File: config.mk
export PLATFORM = sky130hd
export DESIGN_NAME = lock_gate_top
export DESIGN_NICKNAME = d
export VERILOG_FILES = /design/src/rtl/lock_gate_pkg.sv /design/src/rtl/lock_gate_sync.sv /design/src/rtl/lock_gate_hold.sv /design/src/rtl/lock_gate_restart.sv /design/src/rtl/lock_gate_top.sv
export SDC_FILE = /design/constraint.sdc
export NUM_CORES = 1
export LEC_CHECK = 0
export ABC_AREA = 1
export BUFFER_PORTS_ARGS = -buffer_cell sky130_fd_sc_hd__clkbuf_2
export CAP_MARGIN = 20
export CORE_MARGIN = 1
export CORE_UTILIZATION = 58
export DETAILED_ROUTE_END_ITERATION = 7
export PLACE_DENSITY = 0.88
export REMOVE_ABC_BUFFERS = 1
export SKIP_CTS_REPAIR_TIMING = 1
export SYNTH_ARGS = -nofsm -noshare
export SYNTH_HDL_FRONTEND = slang
export SYNTH_SLANG_ARGS = --single-unit
File: constraint.sdc
create_clock -name clk_ref -period 2.7 [get_ports clk_ref]
set_input_delay 0.135 -clock clk_ref [delete_from_list [all_inputs] [get_ports clk_ref]]
set_output_delay 0.135 -clock clk_ref [all_outputs]
set_load 0.02 [all_outputs]
File: src/rtl/lock_gate_pkg.sv
// Package: shared widths and constants for the lock qualifier.
// Assumes: one reference-clock domain; all sizes derive from these values.
package lock_gate_pkg;
    localparam int unsigned HOLD_W_DEF    = 20;
    localparam int unsigned SYNC_DEF      = 2;
    localparam int unsigned PULSE_LEN_DEF = 4;

    // Width needed to count a restart pulse of the given length.
    function automatic int unsigned cnt_width(input int unsigned n);
        return (n < 2) ? 1 : $clog2(n + 1);
    endfunction
endpackage

File: src/rtl/lock_gate_sync.sv
// Module: multi-stage synchronizer for the raw lock indication.
// Assumes: input is asynchronous to clk; the chain is cleared while the
// block is inactive (reset or disabled).
module lock_gate_sync #(
    parameter int unsigned STAGES = 2
) (
    input  logic clk,
    input  logic active,
    input  logic async_in,
    output logic sync_out
);
    logic [STAGES-1:0] chain_q;

    generate
        if (STAGES == 1) begin : g_single
            // Single stage: capture input directly.
            always_ff @(posedge clk) begin
                chain_q[0] <= active ? async_in : 1'b0;
            end
        end else begin : g_multi
            // Shift the input through the chain, clearing when inactive.
            always_ff @(posedge clk) begin
                if (!active) chain_q <= '0;
                else         chain_q <= {chain_q[STAGES-2:0], async_in};
            end
        end
    endgenerate

    assign sync_out = chain_q[STAGES-1];
endmodule

File: src/rtl/lock_gate_hold.sv
// Module: hold-window counter.
// done_o rises once HOLD_W-bit count reaches hold_i and stays high
// until the block is deactivated or a restart clears it.
// Assumes: hold_i is stable while counting; a value of 0 acts as 1.
module lock_gate_hold #(
    parameter int unsigned HOLD_W = 20
) (
    input  logic              clk,
    input  logic              active,
    input  logic              restart,
    input  logic [HOLD_W-1:0] hold_i,
    output logic              done_o
);
    localparam int unsigned EXT_W = HOLD_W + 1;

    logic [HOLD_W-1:0] cnt_q;
    logic              done_q;
    logic [EXT_W-1:0]  cnt_next;

    assign cnt_next = {1'b0, cnt_q} + EXT_W'(1);

    // Count enabled cycles up to the programmed hold, then latch done.
    always_ff @(posedge clk) begin
        if (!active || restart) begin
            cnt_q  <= '0;
            done_q <= 1'b0;
        end else if (!done_q) begin
            cnt_q <= cnt_next[HOLD_W-1:0];
            if (cnt_next >= {1'b0, hold_i}) done_q <= 1'b1;
        end
    end

    assign done_o = done_q;
endmodule

File: src/rtl/lock_gate_restart.sv
// Module: automatic restart request generator.
// Watches the qualified lock for a falling edge while enabled and, if
// allowed, emits a fixed-length request. Only rst_n cuts a pulse short.
module lock_gate_restart #(
    parameter int unsigned PULSE_LEN = 4
) (
    input  logic clk,
    input  logic rst_n,
    input  logic active,
    input  logic allow,
    input  logic gated_lock,
    output logic req_o,
    output logic clear_o
);
    import lock_gate_pkg::*;
    localparam int unsigned PW = cnt_width(PULSE_LEN);

    logic [PW-1:0] left_q;
    logic          prev_q;
    logic          busy;
    logic          trig;

    assign busy = (left_q != '0);
    assign trig = allow && active && prev_q && !gated_lock && !busy;

    // Remember the previous qualified lock for edge detection.
    always_ff @(posedge clk) begin
        prev_q <= active ? gated_lock : 1'b0;
    end

    // Load the pulse length on a trigger, then count down to zero.
    always_ff @(posedge clk) begin
        if (!rst_n)      left_q <= '0;
        else if (trig)   left_q <= PW'(PULSE_LEN);
        else if (busy)   left_q <= left_q - PW'(1);
    end

    assign req_o   = busy;
    assign clear_o = trig || busy;
endmodule

File: src/rtl/lock_gate_top.sv
// Module: lock qualifier top. Synchronizes raw lock, gates it with a
// programmable hold window and optionally requests a loop restart when
// qualified lock drops. Reset is synchronous, active low.
module lock_gate_top #(
    parameter int unsigned HOLD_W      = lock_gate_pkg::HOLD_W_DEF,
    parameter int unsigned SYNC_STAGES = lock_gate_pkg::SYNC_DEF,
    parameter int unsigned PULSE_LEN   = lock_gate_pkg::PULSE_LEN_DEF
) (
    input  logic              clk_ref,
    input  logic              rst_n,
    input  logic              loop_en,
    input  logic [HOLD_W-1:0] hold_cycles,
    input  logic              auto_restart_en,
    input  logic              raw_lock_in,
    output logic              lock_gated,
    output logic              lock_raw,
    output logic              loop_reset_req
);
    logic active;
    logic synced;
    logic hold_done;
    logic restart;

    assign active = rst_n && loop_en;

    lock_gate_sync #(.STAGES(SYNC_STAGES)) u_sync (
        .clk      (clk_ref),
        .active   (active),
        .async_in (raw_lock_in),
        .sync_out (synced)
    );

    lock_gate_hold #(.HOLD_W(HOLD_W)) u_hold (
        .clk     (clk_ref),
        .active  (active),
        .restart (restart),
        .hold_i  (hold_cycles),
        .done_o  (hold_done)
    );

    lock_gate_restart #(.PULSE_LEN(PULSE_LEN)) u_restart (
        .clk        (clk_ref),
        .rst_n      (rst_n),
        .active     (active),
        .allow      (auto_restart_en),
        .gated_lock (lock_gated),
        .req_o      (loop_reset_req),
        .clear_o    (restart)
    );

    assign lock_raw   = synced;
    assign lock_gated = synced && hold_done;
endmodule

==> Word level (Yosys, flattened, before mapping) <==
Index checks and enable logic that the tools add are counted.
{ "word_totals": {"regBits": 27, "word_cells": 28} }
{ "op_classes": {"addsub": 2, "order_cmp": 1, "n_mux": 4, "bitwise": 1, "n_reduce_logical": 14} }
{ "op_table": {"columns": ["op", "n"], "rows": [
  ["20-bit by 1-bit adder with 21-bit output, second input constant", 1],
  ["21-bit by 20-bit >= comparator with 1-bit output", 1],
  ["1-bit logical AND", 6],
  ["3-bit 2-to-1 mux", 2],
  ["1-bit logical NOT", 3],
  ["3-bit nonzero test", 1],
  ["3-bit by 1-bit subtractor with 3-bit output, second input constant", 1],
  ["1-bit logical OR", 2],
  ["1-bit 2-to-1 mux", 2],
  ["2-bit nonzero test", 1],
  ["2-bit OR reduction", 1],
  ["1-bit inverter", 1]
]} }

==> Longest topological paths before layout <==
Gate-level depths: netlist (run 1).
{ "depth": {"ltp_word": 7, "ltp_mapped": 19} }

==> Cells and area by module <==
A second synthesis (run 1) with hierarchy kept.
{ "hier_totals": {"hier_cells": 332, "area_unflattened_um2": 2137.0} }
{ "modules_own_cells": {"columns": ["module", "instances", "cells_per_inst", "area_per_inst_um2"], "rows": [
  ["lock_gate_hold", 1, 286, 1835.5],
  ["lock_gate_restart", 1, 36, 231.5],
  ["lock_gate_sync", 1, 6, 55.1],
  ["lock_gate_top", 1, 4, 15.0]
]} }

==> Worst setup path after synthesis (run 1) <==
No wires, ideal clock.
{ "synth_path": {"path_kind": "register to register", "from": "register u_hold.cnt_q[0]", "to": "register u_hold.done_q, in the netlist u_hold.done_o", "t_arrival_ns": 2.279, "required_time_ns": 2.580, "slack_ns": 0.301, "path_stages_with_launch": 20, "path_buffers": 0, "synth_period_minus_slack_ns": 2.399, "path_cell_list": "dfxtp_1 -> ha_1 -> nand3_2 -> nor2_2 -> nand3_2 -> nor2_2 -> nand2_1 -> xor2_1 -> inv_1 -> ha_1 -> nand2_1 -> inv_1 -> nand2_1 -> nand2_1 -> a21oi_1 -> nand2_1 -> nand2_1 -> nand2_1 -> nand2_1 -> a21oi_1"} }
{ "synth_between": {"elab_chain_cells": 4} }
{ "synth_lines": {"columns": ["element", "line_no", "source"], "rows": [
  ["start, declared", "lock_gate_hold.sv:16", "logic [HOLD_W-1:0] cnt_q;"],
  ["start signal, assigned", "lock_gate_hold.sv:28", "cnt_q <= cnt_next[HOLD_W-1:0];"],
  ["20-bit by 1-bit adder with 21-bit output", "lock_gate_hold.sv:20", "assign cnt_next = {1'b0, cnt_q} + EXT_W'(1);"],
  ["net u_hold.cnt_next[12]", "lock_gate_hold.sv:18", "logic [EXT_W-1:0] cnt_next;"],
  ["21-bit by 20-bit >= comparator with 1-bit output", "lock_gate_hold.sv:29", "if (cnt_next >= {1'b0, hold_i}) done_q <= 1'b1;"],
  ["1-bit 2-to-1 mux", "lock_gate_hold.sv:29", null],
  ["1-bit 2-to-1 mux", "lock_gate_hold.sv:27", "end else if (!done_q) begin"],
  ["end signal, assigned", "lock_gate_hold.sv:26", "done_q <= 1'b0;"],
  ["end signal, assigned", "lock_gate_hold.sv:29", null],
  ["end, declared", "lock_gate_hold.sv:17", "logic done_q;"]
]} }
The timed path passes the listed nets, and every way through them passes these cells.
A chain may end at the register's enable or synchronous reset.

==> Final worst setup path (run 1) <==
Ends and elaborated chain as after synthesis.

==> flow_results.xml, run 1 <==
<?xml version="1.0" encoding="UTF-8"?>
<metrics>
  <group name="floorplan">
    <metric name="core_area" unit="mm2">0.00339</metric>
    <metric name="die-area" unit="mm2">0.00386</metric>
    <metric name="die_h" unit="um">62.1</metric>
    <metric name="io_pins" unit="">28</metric>
    <metric name="core.rowCount" unit="">21</metric>
    <metric name="initial_util" unit="%">61.9</metric>
    <metric name="die-width" unit="um">62.1</metric>
  </group>
  <group name="finish">
    <metric name="layout-area-overhead-vs-synth" unit="%">12.1</metric>
    <metric name="fillerInstances" unit="">302</metric>
    <metric name="most_common_library_cell_in_the_layout_ignoring_fill_and_taps" unit="">sky130_fd_sc_hd__inv_1</metric>
    <metric name="antenna_cells_inserted" unit="">0</metric>
    <metric name="proportion_of_layout_cells_with_a_drive_suffix_above_1" unit="%">15.1</metric>
    <metric name="layout.nets" unit="">399</metric>
    <metric name="fin_area" unit="mm2">0.00235</metric>
    <metric name="layout_common_cells" unit="">sky130_fd_sc_hd__inv_1, sky130_fd_sc_hd__nand2_1, sky130_fd_sc_hd__nor2_1</metric>
  </group>
  <group name="hold_path">
    <metric name="min_path_type" unit="">in2reg</metric>
    <metric name="hold_path_depth" unit="">3</metric>
    <metric name="timing.hold.worst_endpoint" unit="">u_restart.left_q[2]$_SDFFE_PN0P_</metric>
    <metric name="holdCritStartpoint" unit="">rst_n</metric>
  </group>
  <group name="clock_network">
    <metric name="ctsLongestPathBuffers" unit="">2</metric>
    <metric name="clock_tree_root" unit="">sky130_fd_sc_hd__clkbuf_4</metric>
    <metric name="cts_sinks" unit="">27</metric>
    <metric name="clkLatencyLatePin" unit="ns">0.33</metric>
    <metric name="cts_tree" unit="">yes</metric>
    <metric name="cts-htree-levels" unit="">1</metric>
    <metric name="cts-buffers-inserted" unit="">3</metric>
    <metric name="cts.reportedPaths.clkPinSlew" unit="ns">0.15</metric>
  </group>
  <group name="power">
    <metric name="power.leakage" unit="nW">1.34</metric>
    <metric name="powerDensity" unit="mW/mm2">379</metric>
    <metric name="ir_worst_vdd" unit="mV">0.307</metric>
  </group>
  <group name="route">
    <metric name="drt-wirelength-per-cell" unit="um">11.0</metric>
    <metric name="route.vias.total" unit="">2023</metric>
    <metric name="drt_pre_antenna_iters" unit="">5</metric>
    <metric name="avgViaCountPerCell" unit="">5.11</metric>
    <metric name="detail_route.wirelength" unit="um">4360</metric>
    <metric name="drcViolationCount" unit="">0</metric>
    <metric name="drtAntennaViolNets" unit="">0</metric>
    <metric name="drt-initial-drc-count" unit="">120</metric>
  </group>
  <group name="timing">
    <metric name="worst_margin_slew" unit="ns">0.638</metric>
    <metric name="relSlewSlack" unit="%">57.5</metric>
    <metric name="fin_worst_skew" unit="ns">0.00486</metric>
    <metric name="drv_slew" unit="">0</metric>
    <metric name="max_clock_freq" unit="MHz">407</metric>
    <metric name="final-hold-violation-count" unit="">0</metric>
    <metric name="min_period" unit="ns">2.46</metric>
    <metric name="finalWorstSetupSlack" unit="ns">0.244</metric>
    <metric name="number_of_setup_violations_in_the_final_report" unit="">0</metric>
    <metric name="post-route-period-util" unit="%">90.9</metric>
  </group>
  <group name="setup_path">
    <metric name="critical_path.endpoint_type" unit="">flip-flop</metric>
    <metric name="ff2ff_setup_slack" unit="ns">0.24</metric>
    <metric name="crit_required" unit="ns">2.91</metric>
    <metric name="worstReg2RegEnd" unit="">u_hold.done_o$_SDFF_PP0_</metric>
    <metric name="worstPathArrival" unit="ns">2.67</metric>
    <metric name="reg2regPathDepth" unit="">19</metric>
    <metric name="crit_type" unit="">reg2reg</metric>
    <metric name="timing.critical_path.fanout_max" unit="">5</metric>
    <metric name="reg_to_reg_critical_path_startpoint" unit="">u_hold.cnt_q[0]$_SDFFE_PP0N_</metric>
    <metric name="worst_setup_path_start_kind" unit="">flip-flop</metric>
  </group>
  <group name="global_route">
    <metric name="first_global_vias" unit="">1688</metric>
    <metric name="global_route.overflow_total" unit="">0</metric>
    <metric name="antenna_found_initial" unit="">0</metric>
    <metric name="grt_start_max_net_pins" unit="">23</metric>
    <metric name="groute.usage.overall" unit="%">22.8</metric>
    <metric name="grt_pass1_wl" unit="um">7120</metric>
  </group>
  <group name="logic_synthesis">
    <metric name="ys.warnings.count" unit="">0</metric>
    <metric name="synth_compound_gate_area_share" unit="%">12.2</metric>
    <metric name="post-synth-top-area-fraction" unit="%">25.8</metric>
    <metric name="seq_area_frac_synth" unit="%">25.8</metric>
    <metric name="synth.ff_latch_count" unit="">27</metric>
    <metric name="post_synth_mux_area_share" unit="%">0</metric>
    <metric name="netlist_instances" unit="">320</metric>
    <metric name="synth_simple_gate_area_share" unit="%">27.9</metric>
    <metric name="number_of_unique_standard_cell_types_used_by_synthesis" unit="">26</metric>
    <metric name="synth.cell_area" unit="mm2">0.00210</metric>
    <metric name="yosys-top-cells-area" unit="">sky130_fd_sc_hd__dfxtp_1, sky130_fd_sc_hd__ha_1, sky130_fd_sc_hd__inv_1</metric>
    <metric name="synth_top_family_by_area" unit="">simple AND/OR/NAND/NOR gates</metric>
    <metric name="postSynthAreaPerCell" unit="um2">6.55</metric>
    <metric name="post_synth_adder_cell_area" unit="%">13.7</metric>
    <metric name="synth-xor-area-share" unit="%">6.68</metric>
    <metric name="netlist.top_cell.by_area" unit="">sky130_fd_sc_hd__dfxtp_1</metric>
  </group>
  <group name="place">
    <metric name="number_of_i_o_port_buffers" unit="">27</metric>
    <metric name="post-place-ws" unit="ns">0.125</metric>
    <metric name="detailedPlacementHpwl" unit="um">3370</metric>
    <metric name="postPlaceCellArea" unit="mm2">0.00228</metric>
    <metric name="finalWeightedCongestion" unit="">0.897</metric>
  </group>
  <group name="status">
    <metric name="run_status" unit="">finished, final reports clean</metric>
  </group>
  <group name="flow_run">
    <metric name="drv_cap" unit="">0</metric>
  </group>
</metrics>
==> layout make-up <==
type                            count  area (um2)  area share, %
Clock buffer                        3        22.5          0.958
Clock inverter                      1        5.00          0.213
Inverter                           71         267           11.3
Multi-Input combinational cell    217        1280           54.7
Sequential cell                    27         546           23.2
Tap cell                           46        57.6           2.45
Timing Repair Buffer               31         168           7.14
==> worst max-delay path: stages, from the launching register on <==
cell,delay [ns]
sky130_fd_sc_hd__dfxtp_4,0.40
sky130_fd_sc_hd__ha_1,0.19
sky130_fd_sc_hd__nand3_2,0.13
sky130_fd_sc_hd__nor2_4,0.13
sky130_fd_sc_hd__nand3_2,0.11
sky130_fd_sc_hd__nor2_4,0.13
sky130_fd_sc_hd__nand2_1,0.09
sky130_fd_sc_hd__xor2_2,0.16
sky130_fd_sc_hd__inv_1,0.06
sky130_fd_sc_hd__ha_1,0.29
sky130_fd_sc_hd__nand2_1,0.10
sky130_fd_sc_hd__inv_1,0.06
sky130_fd_sc_hd__nand2_1,0.06
sky130_fd_sc_hd__nand2_1,0.05
sky130_fd_sc_hd__a21oi_1,0.12
sky130_fd_sc_hd__nand2_1,0.06
sky130_fd_sc_hd__nand2_1,0.05
sky130_fd_sc_hd__nand2_1,0.04
sky130_fd_sc_hd__nand2_1,0.05
sky130_fd_sc_hd__a21oi_1,0.05
==> metal layers <==
metal  GRT usage [%]  vias to the layer above  wire [um]
met5               0                        -          0
met4            3.78                        0         49
met3            4.04                        6        261
met2            39.8                       70       2070
met1            29.5                      887       1980
li1                -                     1060          -
==> cells by family after synthesis <==
kind of cell             count (synthesis)
AND/OR/NAND/NOR                        130
adder cells (fa/ha/maj)                 23
XOR/XNOR                                16
AO/OA/AOI/OAI                           48
buffers and inverters                   76
flip-flops                              27
==> synth_stat cells (all sizes together) <==
master	instances
nand3	13
or2	1
nand4	7
buf	3
o21ai	19
nor2	41
xor2	14
dfxtp	27
clkbuf	2
nor3b	1
a211oi	2
a21oi	25
a21o	1
nand2	64
inv	71
ha	23
a31o	1
xnor2	2
nor3	3
==> state kept, by name (all words and copies together), names as in the netlist <==
register and cells:
u_sync.chain_q 2, u_hold.cnt_q 20, u_restart.prev_q 1, u_hold.done_o 1, u_restart.left_q 3
==> power by group <==
part	internal, mW	switching (mW)
sequential	0.425	0.0129
combinational	0.105	0.167
clock	0.0557	0.124
total	0.586	0.304
==> worst max path at each step <==
stage,end,depth (start not counted),slack [ns],from
floorplan,u_hold.done_o$_SDFF_PP0_,19,0.29,u_hold.cnt_q[0]$_SDFFE_PP0N_
global placement,u_hold.done_o$_SDFF_PP0_,19,0.26,u_hold.cnt_q[0]$_SDFFE_PP0N_
detailed placement,u_hold.done_o$_SDFF_PP0_,19,0.13,u_hold.cnt_q[0]$_SDFFE_PP0N_
CTS,u_hold.done_o$_SDFF_PP0_,19,0.10,u_hold.cnt_q[0]$_SDFFE_PP0N_
global route,u_hold.done_o$_SDFF_PP0_,19,-0.01,u_hold.cnt_q[0]$_SDFFE_PP0N_
finish,u_hold.done_o$_SDFF_PP0_,19,0.24,u_hold.cnt_q[0]$_SDFFE_PP0N_
==> through the flow <==
step / TNS [ns] / cells / power (mW) / hold WS [ns] / util [%]
5_1_grt: -0.0116 / 396 / 0.951 / 0.0260 / 69.3
3_3_place_gp: 0 / 390 / 0.701 / 0.336 / 67.3
4_1_cts: 0 / 394 / 0.889 / -0.0246 / 68.1
6_report: 0 / 396 / 0.890 / 0.0193 / 69.3
3_5_place_dp: 0 / 390 / 0.712 / 0.346 / 67.3
2_1_floorplan: 0 / 315 / 0.639 / 0.247 / -
Power figures use the tool's default switching activity.
==> inputs of run 2 (changes only) <==
--- a/config.mk
+++ b/config.mk
@@ -7,12 +7,13 @@
 export LEC_CHECK = 0
 export ABC_AREA = 1
 export BUFFER_PORTS_ARGS = -buffer_cell sky130_fd_sc_hd__clkbuf_2
-export CAP_MARGIN = 20
+export CAP_MARGIN = 0
 export CORE_MARGIN = 1
 export CORE_UTILIZATION = 58
 export DETAILED_ROUTE_END_ITERATION = 7
 export PLACE_DENSITY = 0.88
 export REMOVE_ABC_BUFFERS = 1
+export SETUP_SLACK_MARGIN = 0.4
 export SKIP_CTS_REPAIR_TIMING = 1
 export SYNTH_ARGS = -nofsm -noshare
 export SYNTH_HDL_FRONTEND = slang
==> run 2 against run 1 <==
Effect of this change: clock skew up 0.00092 ns; first-iteration DRC count is 13% lower; largest power group unchanged; sequential share of layout area shrank 0.61 points.
==> flow_results.xml, run 2 (synthesis gave the netlist of run 1 again) <==
<?xml version="1.0" encoding="UTF-8"?>
<metrics>
  <group name="clock_network">
    <metric name="cts.reportedPaths.clkPinSlew" unit="ns">0.15</metric>
    <metric name="cts_tree" unit="">yes</metric>
    <metric name="cts-buffers-inserted" unit="">3</metric>
    <metric name="clkLatencyLatePin" unit="ns">0.33</metric>
    <metric name="clock_tree_root" unit="">sky130_fd_sc_hd__clkbuf_4</metric>
    <metric name="ctsLongestPathBuffers" unit="">2</metric>
    <metric name="cts_sinks" unit="">27</metric>
    <metric name="cts-htree-levels" unit="">1</metric>
  </group>
  <group name="place">
    <metric name="detailedPlacementHpwl" unit="um">3370</metric>
    <metric name="number_of_i_o_port_buffers" unit="">27</metric>
    <metric name="finalWeightedCongestion" unit="">0.897</metric>
  </group>
  <group name="finish">
    <metric name="largest_reg_flops" unit="">20</metric>
    <metric name="proportion_of_layout_cells_with_a_drive_suffix_above_1" unit="%">19.0</metric>
    <metric name="layout_common_cells" unit="">sky130_fd_sc_hd__inv_1, sky130_fd_sc_hd__nand2_1, sky130_fd_sc_hd__nor2_1</metric>
    <metric name="most_common_library_cell_in_the_layout_ignoring_fill_and_taps" unit="">sky130_fd_sc_hd__inv_1</metric>
    <metric name="layout_top_registers" unit="">u_hold.cnt_q: 20 flops, u_restart.left_q: 3 flops, u_sync.chain_q: 2 flops</metric>
    <metric name="antenna_cells_inserted" unit="">0</metric>
    <metric name="layout-area-overhead-vs-synth" unit="%">16.1</metric>
    <metric name="layout.nets" unit="">401</metric>
    <metric name="registers.top_by_ff_count" unit="">u_hold.cnt_q</metric>
    <metric name="fillerInstances" unit="">284</metric>
  </group>
  <group name="route">
    <metric name="drt-wirelength-per-cell" unit="um">11.3</metric>
    <metric name="detail_route.wirelength" unit="um">4500</metric>
    <metric name="drtAntennaViolNets" unit="">0</metric>
    <metric name="drt-initial-drc-count" unit="">105</metric>
    <metric name="route.vias.total" unit="">2051</metric>
    <metric name="drt_pre_antenna_iters" unit="">4</metric>
    <metric name="avgViaCountPerCell" unit="">5.15</metric>
    <metric name="drcViolationCount" unit="">0</metric>
  </group>
  <group name="timing">
    <metric name="worst_margin_slew" unit="ns">0.644</metric>
    <metric name="drv_slew" unit="">0</metric>
    <metric name="final-hold-violation-count" unit="">0</metric>
    <metric name="number_of_setup_violations_in_the_final_report" unit="">0</metric>
    <metric name="grt_setup_unrepaired" unit="">true</metric>
    <metric name="holdWs" unit="ns">0.0201</metric>
    <metric name="post-route-period-util" unit="%">87.7</metric>
    <metric name="fin_worst_skew" unit="ns">0.00578</metric>
    <metric name="max_clock_freq" unit="MHz">422</metric>
    <metric name="fin_setup_tns" unit="ns">0</metric>
    <metric name="min_period" unit="ns">2.37</metric>
    <metric name="relSlewSlack" unit="%">57.0</metric>
  </group>
  <group name="floorplan">
    <metric name="die-area" unit="mm2">0.00386</metric>
    <metric name="die_h" unit="um">62.1</metric>
    <metric name="io_pins" unit="">28</metric>
    <metric name="core_area" unit="mm2">0.00339</metric>
    <metric name="core.rowCount" unit="">21</metric>
    <metric name="die-width" unit="um">62.1</metric>
    <metric name="initial_util" unit="%">61.9</metric>
  </group>
  <group name="status">
    <metric name="run_status" unit="">finished, final reports clean</metric>
  </group>
  <group name="global_route">
    <metric name="groute.usage.overall" unit="%">22.8</metric>
    <metric name="global_route.overflow_total" unit="">0</metric>
    <metric name="grt_start_max_net_pins" unit="">23</metric>
    <metric name="antenna_found_initial" unit="">0</metric>
    <metric name="first_global_vias" unit="">1688</metric>
    <metric name="grt_pass1_wl" unit="um">7120</metric>
  </group>
  <group name="setup_path">
    <metric name="crit_type" unit="">reg2reg</metric>
    <metric name="critical_path.endpoint_type" unit="">flip-flop</metric>
    <metric name="ff2ff_setup_slack" unit="ns">0.33</metric>
    <metric name="worstPathArrival" unit="ns">2.58</metric>
    <metric name="crit_required" unit="ns">2.92</metric>
    <metric name="timing.critical_path.fanout_max" unit="">3</metric>
    <metric name="worst_setup_path_start_kind" unit="">flip-flop</metric>
  </group>
  <group name="power">
    <metric name="power.leakage" unit="nW">1.37</metric>
    <metric name="ir_worst_vdd" unit="mV">0.306</metric>
    <metric name="powerDensity" unit="mW/mm2">368</metric>
    <metric name="totalPowerFinal" unit="mW">0.896</metric>
  </group>
  <group name="flow_run">
    <metric name="drv_cap" unit="">0</metric>
  </group>
  <group name="hold_path">
    <metric name="min_path_type" unit="">in2reg</metric>
  </group>
</metrics>
==> run 2: cell count changes in the layout (fill, tap and decap cells not counted), moves of 2 or more <==
cell and delta:
sky130_fd_sc_hd__dfxtp_1 -4, sky130_fd_sc_hd__dfxtp_2 +4, sky130_fd_sc_hd__a21oi_1 -2, sky130_fd_sc_hd__a21oi_2 +2
sky130_fd_sc_hd__buf_4 +2, sky130_fd_sc_hd__ha_1 -2, sky130_fd_sc_hd__ha_4 +2, sky130_fd_sc_hd__nand2_1 -2
sky130_fd_sc_hd__nand3_2 -2, sky130_fd_sc_hd__nand3_4 +2
==> run 2: area by class of cell <==
| class | count | area [um2] | area share [%] |
|---|---|---|---|
| Clock buffer | 3 | 22.5 | 0.925 |
| Clock inverter | 1 | 5.00 | 0.206 |
| Inverter | 71 | 267 | 10.9 |
| Multi-Input combinational cell | 217 | 1350 | 55.4 |
| Sequential cell | 27 | 551 | 22.6 |
| Tap cell | 46 | 57.6 | 2.36 |
| Timing Repair Buffer | 33 | 183 | 7.50 |
==> run 2: power breakdown <==
part           internal (mW)  switching [mW]  leakage (nW)
Sequential             0.425          0.0147         0.222
Combinational          0.110           0.168          1.13
Clock                 0.0557           0.123        0.0177
Total                  0.591           0.305          1.37
==> run 2: final timing paths <==
| kind | startpoint | endpoint | cells past startpoint |
|---|---|---|---|
| setup / recovery | u_hold.cnt_q[1]$_SDFFE_PP0N_ | u_hold.done_o$_SDFF_PP0_ | 19 |
| hold / removal | rst_n | u_restart.left_q[2]$_SDFFE_PN0P_ | 3 |
| setup reg to reg | u_hold.cnt_q[1]$_SDFFE_PP0N_ | u_hold.done_o$_SDFF_PP0_ | 19 |
| hold reg to reg | u_sync.chain_q[0]$_SDFF_PN0_ | u_sync.chain_q[1]$_SDFF_PN0_ | 2 |
==> run 2: critical path: stages (launching register included) <==
cell and delay, ns:
sky130_fd_sc_hd__dfxtp_2 0.39, sky130_fd_sc_hd__buf_4 0.12, sky130_fd_sc_hd__nand2_1 0.11, sky130_fd_sc_hd__nor2_4 0.16
sky130_fd_sc_hd__nand2_4 0.09, sky130_fd_sc_hd__nor2_4 0.10, sky130_fd_sc_hd__nand2_1 0.07, sky130_fd_sc_hd__xor2_1 0.22
sky130_fd_sc_hd__inv_1 0.07, sky130_fd_sc_hd__ha_1 0.29, sky130_fd_sc_hd__nand2_2 0.09, sky130_fd_sc_hd__inv_1 0.05
sky130_fd_sc_hd__nand2_1 0.06, sky130_fd_sc_hd__nand2_1 0.05, sky130_fd_sc_hd__a21oi_2 0.10, sky130_fd_sc_hd__nand2_1 0.06
sky130_fd_sc_hd__nand2_1 0.05, sky130_fd_sc_hd__nand2_1 0.05, sky130_fd_sc_hd__nand2_1 0.08, sky130_fd_sc_hd__a21oi_2 0.05
==> run 2: per-stage QoR <==
| step | std cells | util [%] | cell area (um2) | setup WS [ns] |
|---|---|---|---|---|
| 2_1_floorplan | 315 | - | 2070 | 0.287 |
| 3_3_place_gp | 390 | 67.3 | 2280 | 0.258 |
| 3_5_place_dp | 390 | 67.3 | 2280 | 0.125 |
| 4_1_cts | 394 | 68.1 | 2310 | 0.102 |
| 5_1_grt | 398 | 71.8 | 2430 | 0.154 |
| 6_report | 398 | 71.8 | 2430 | 0.331 |
==> run 2: per-layer routing <==
| layer | part of all wire [%] | global-route usage, % | vias to the layer above |
|---|---|---|---|
| met4 | 0.89 | 3.78 | 0 |
| li1 | - | - | 1062 |
| met2 | 48 | 39.8 | 56 |
| met3 | 5.2 | 4.04 | 7 |
| met5 | 0 | 0 | - |
| met1 | 46 | 29.5 | 926 |
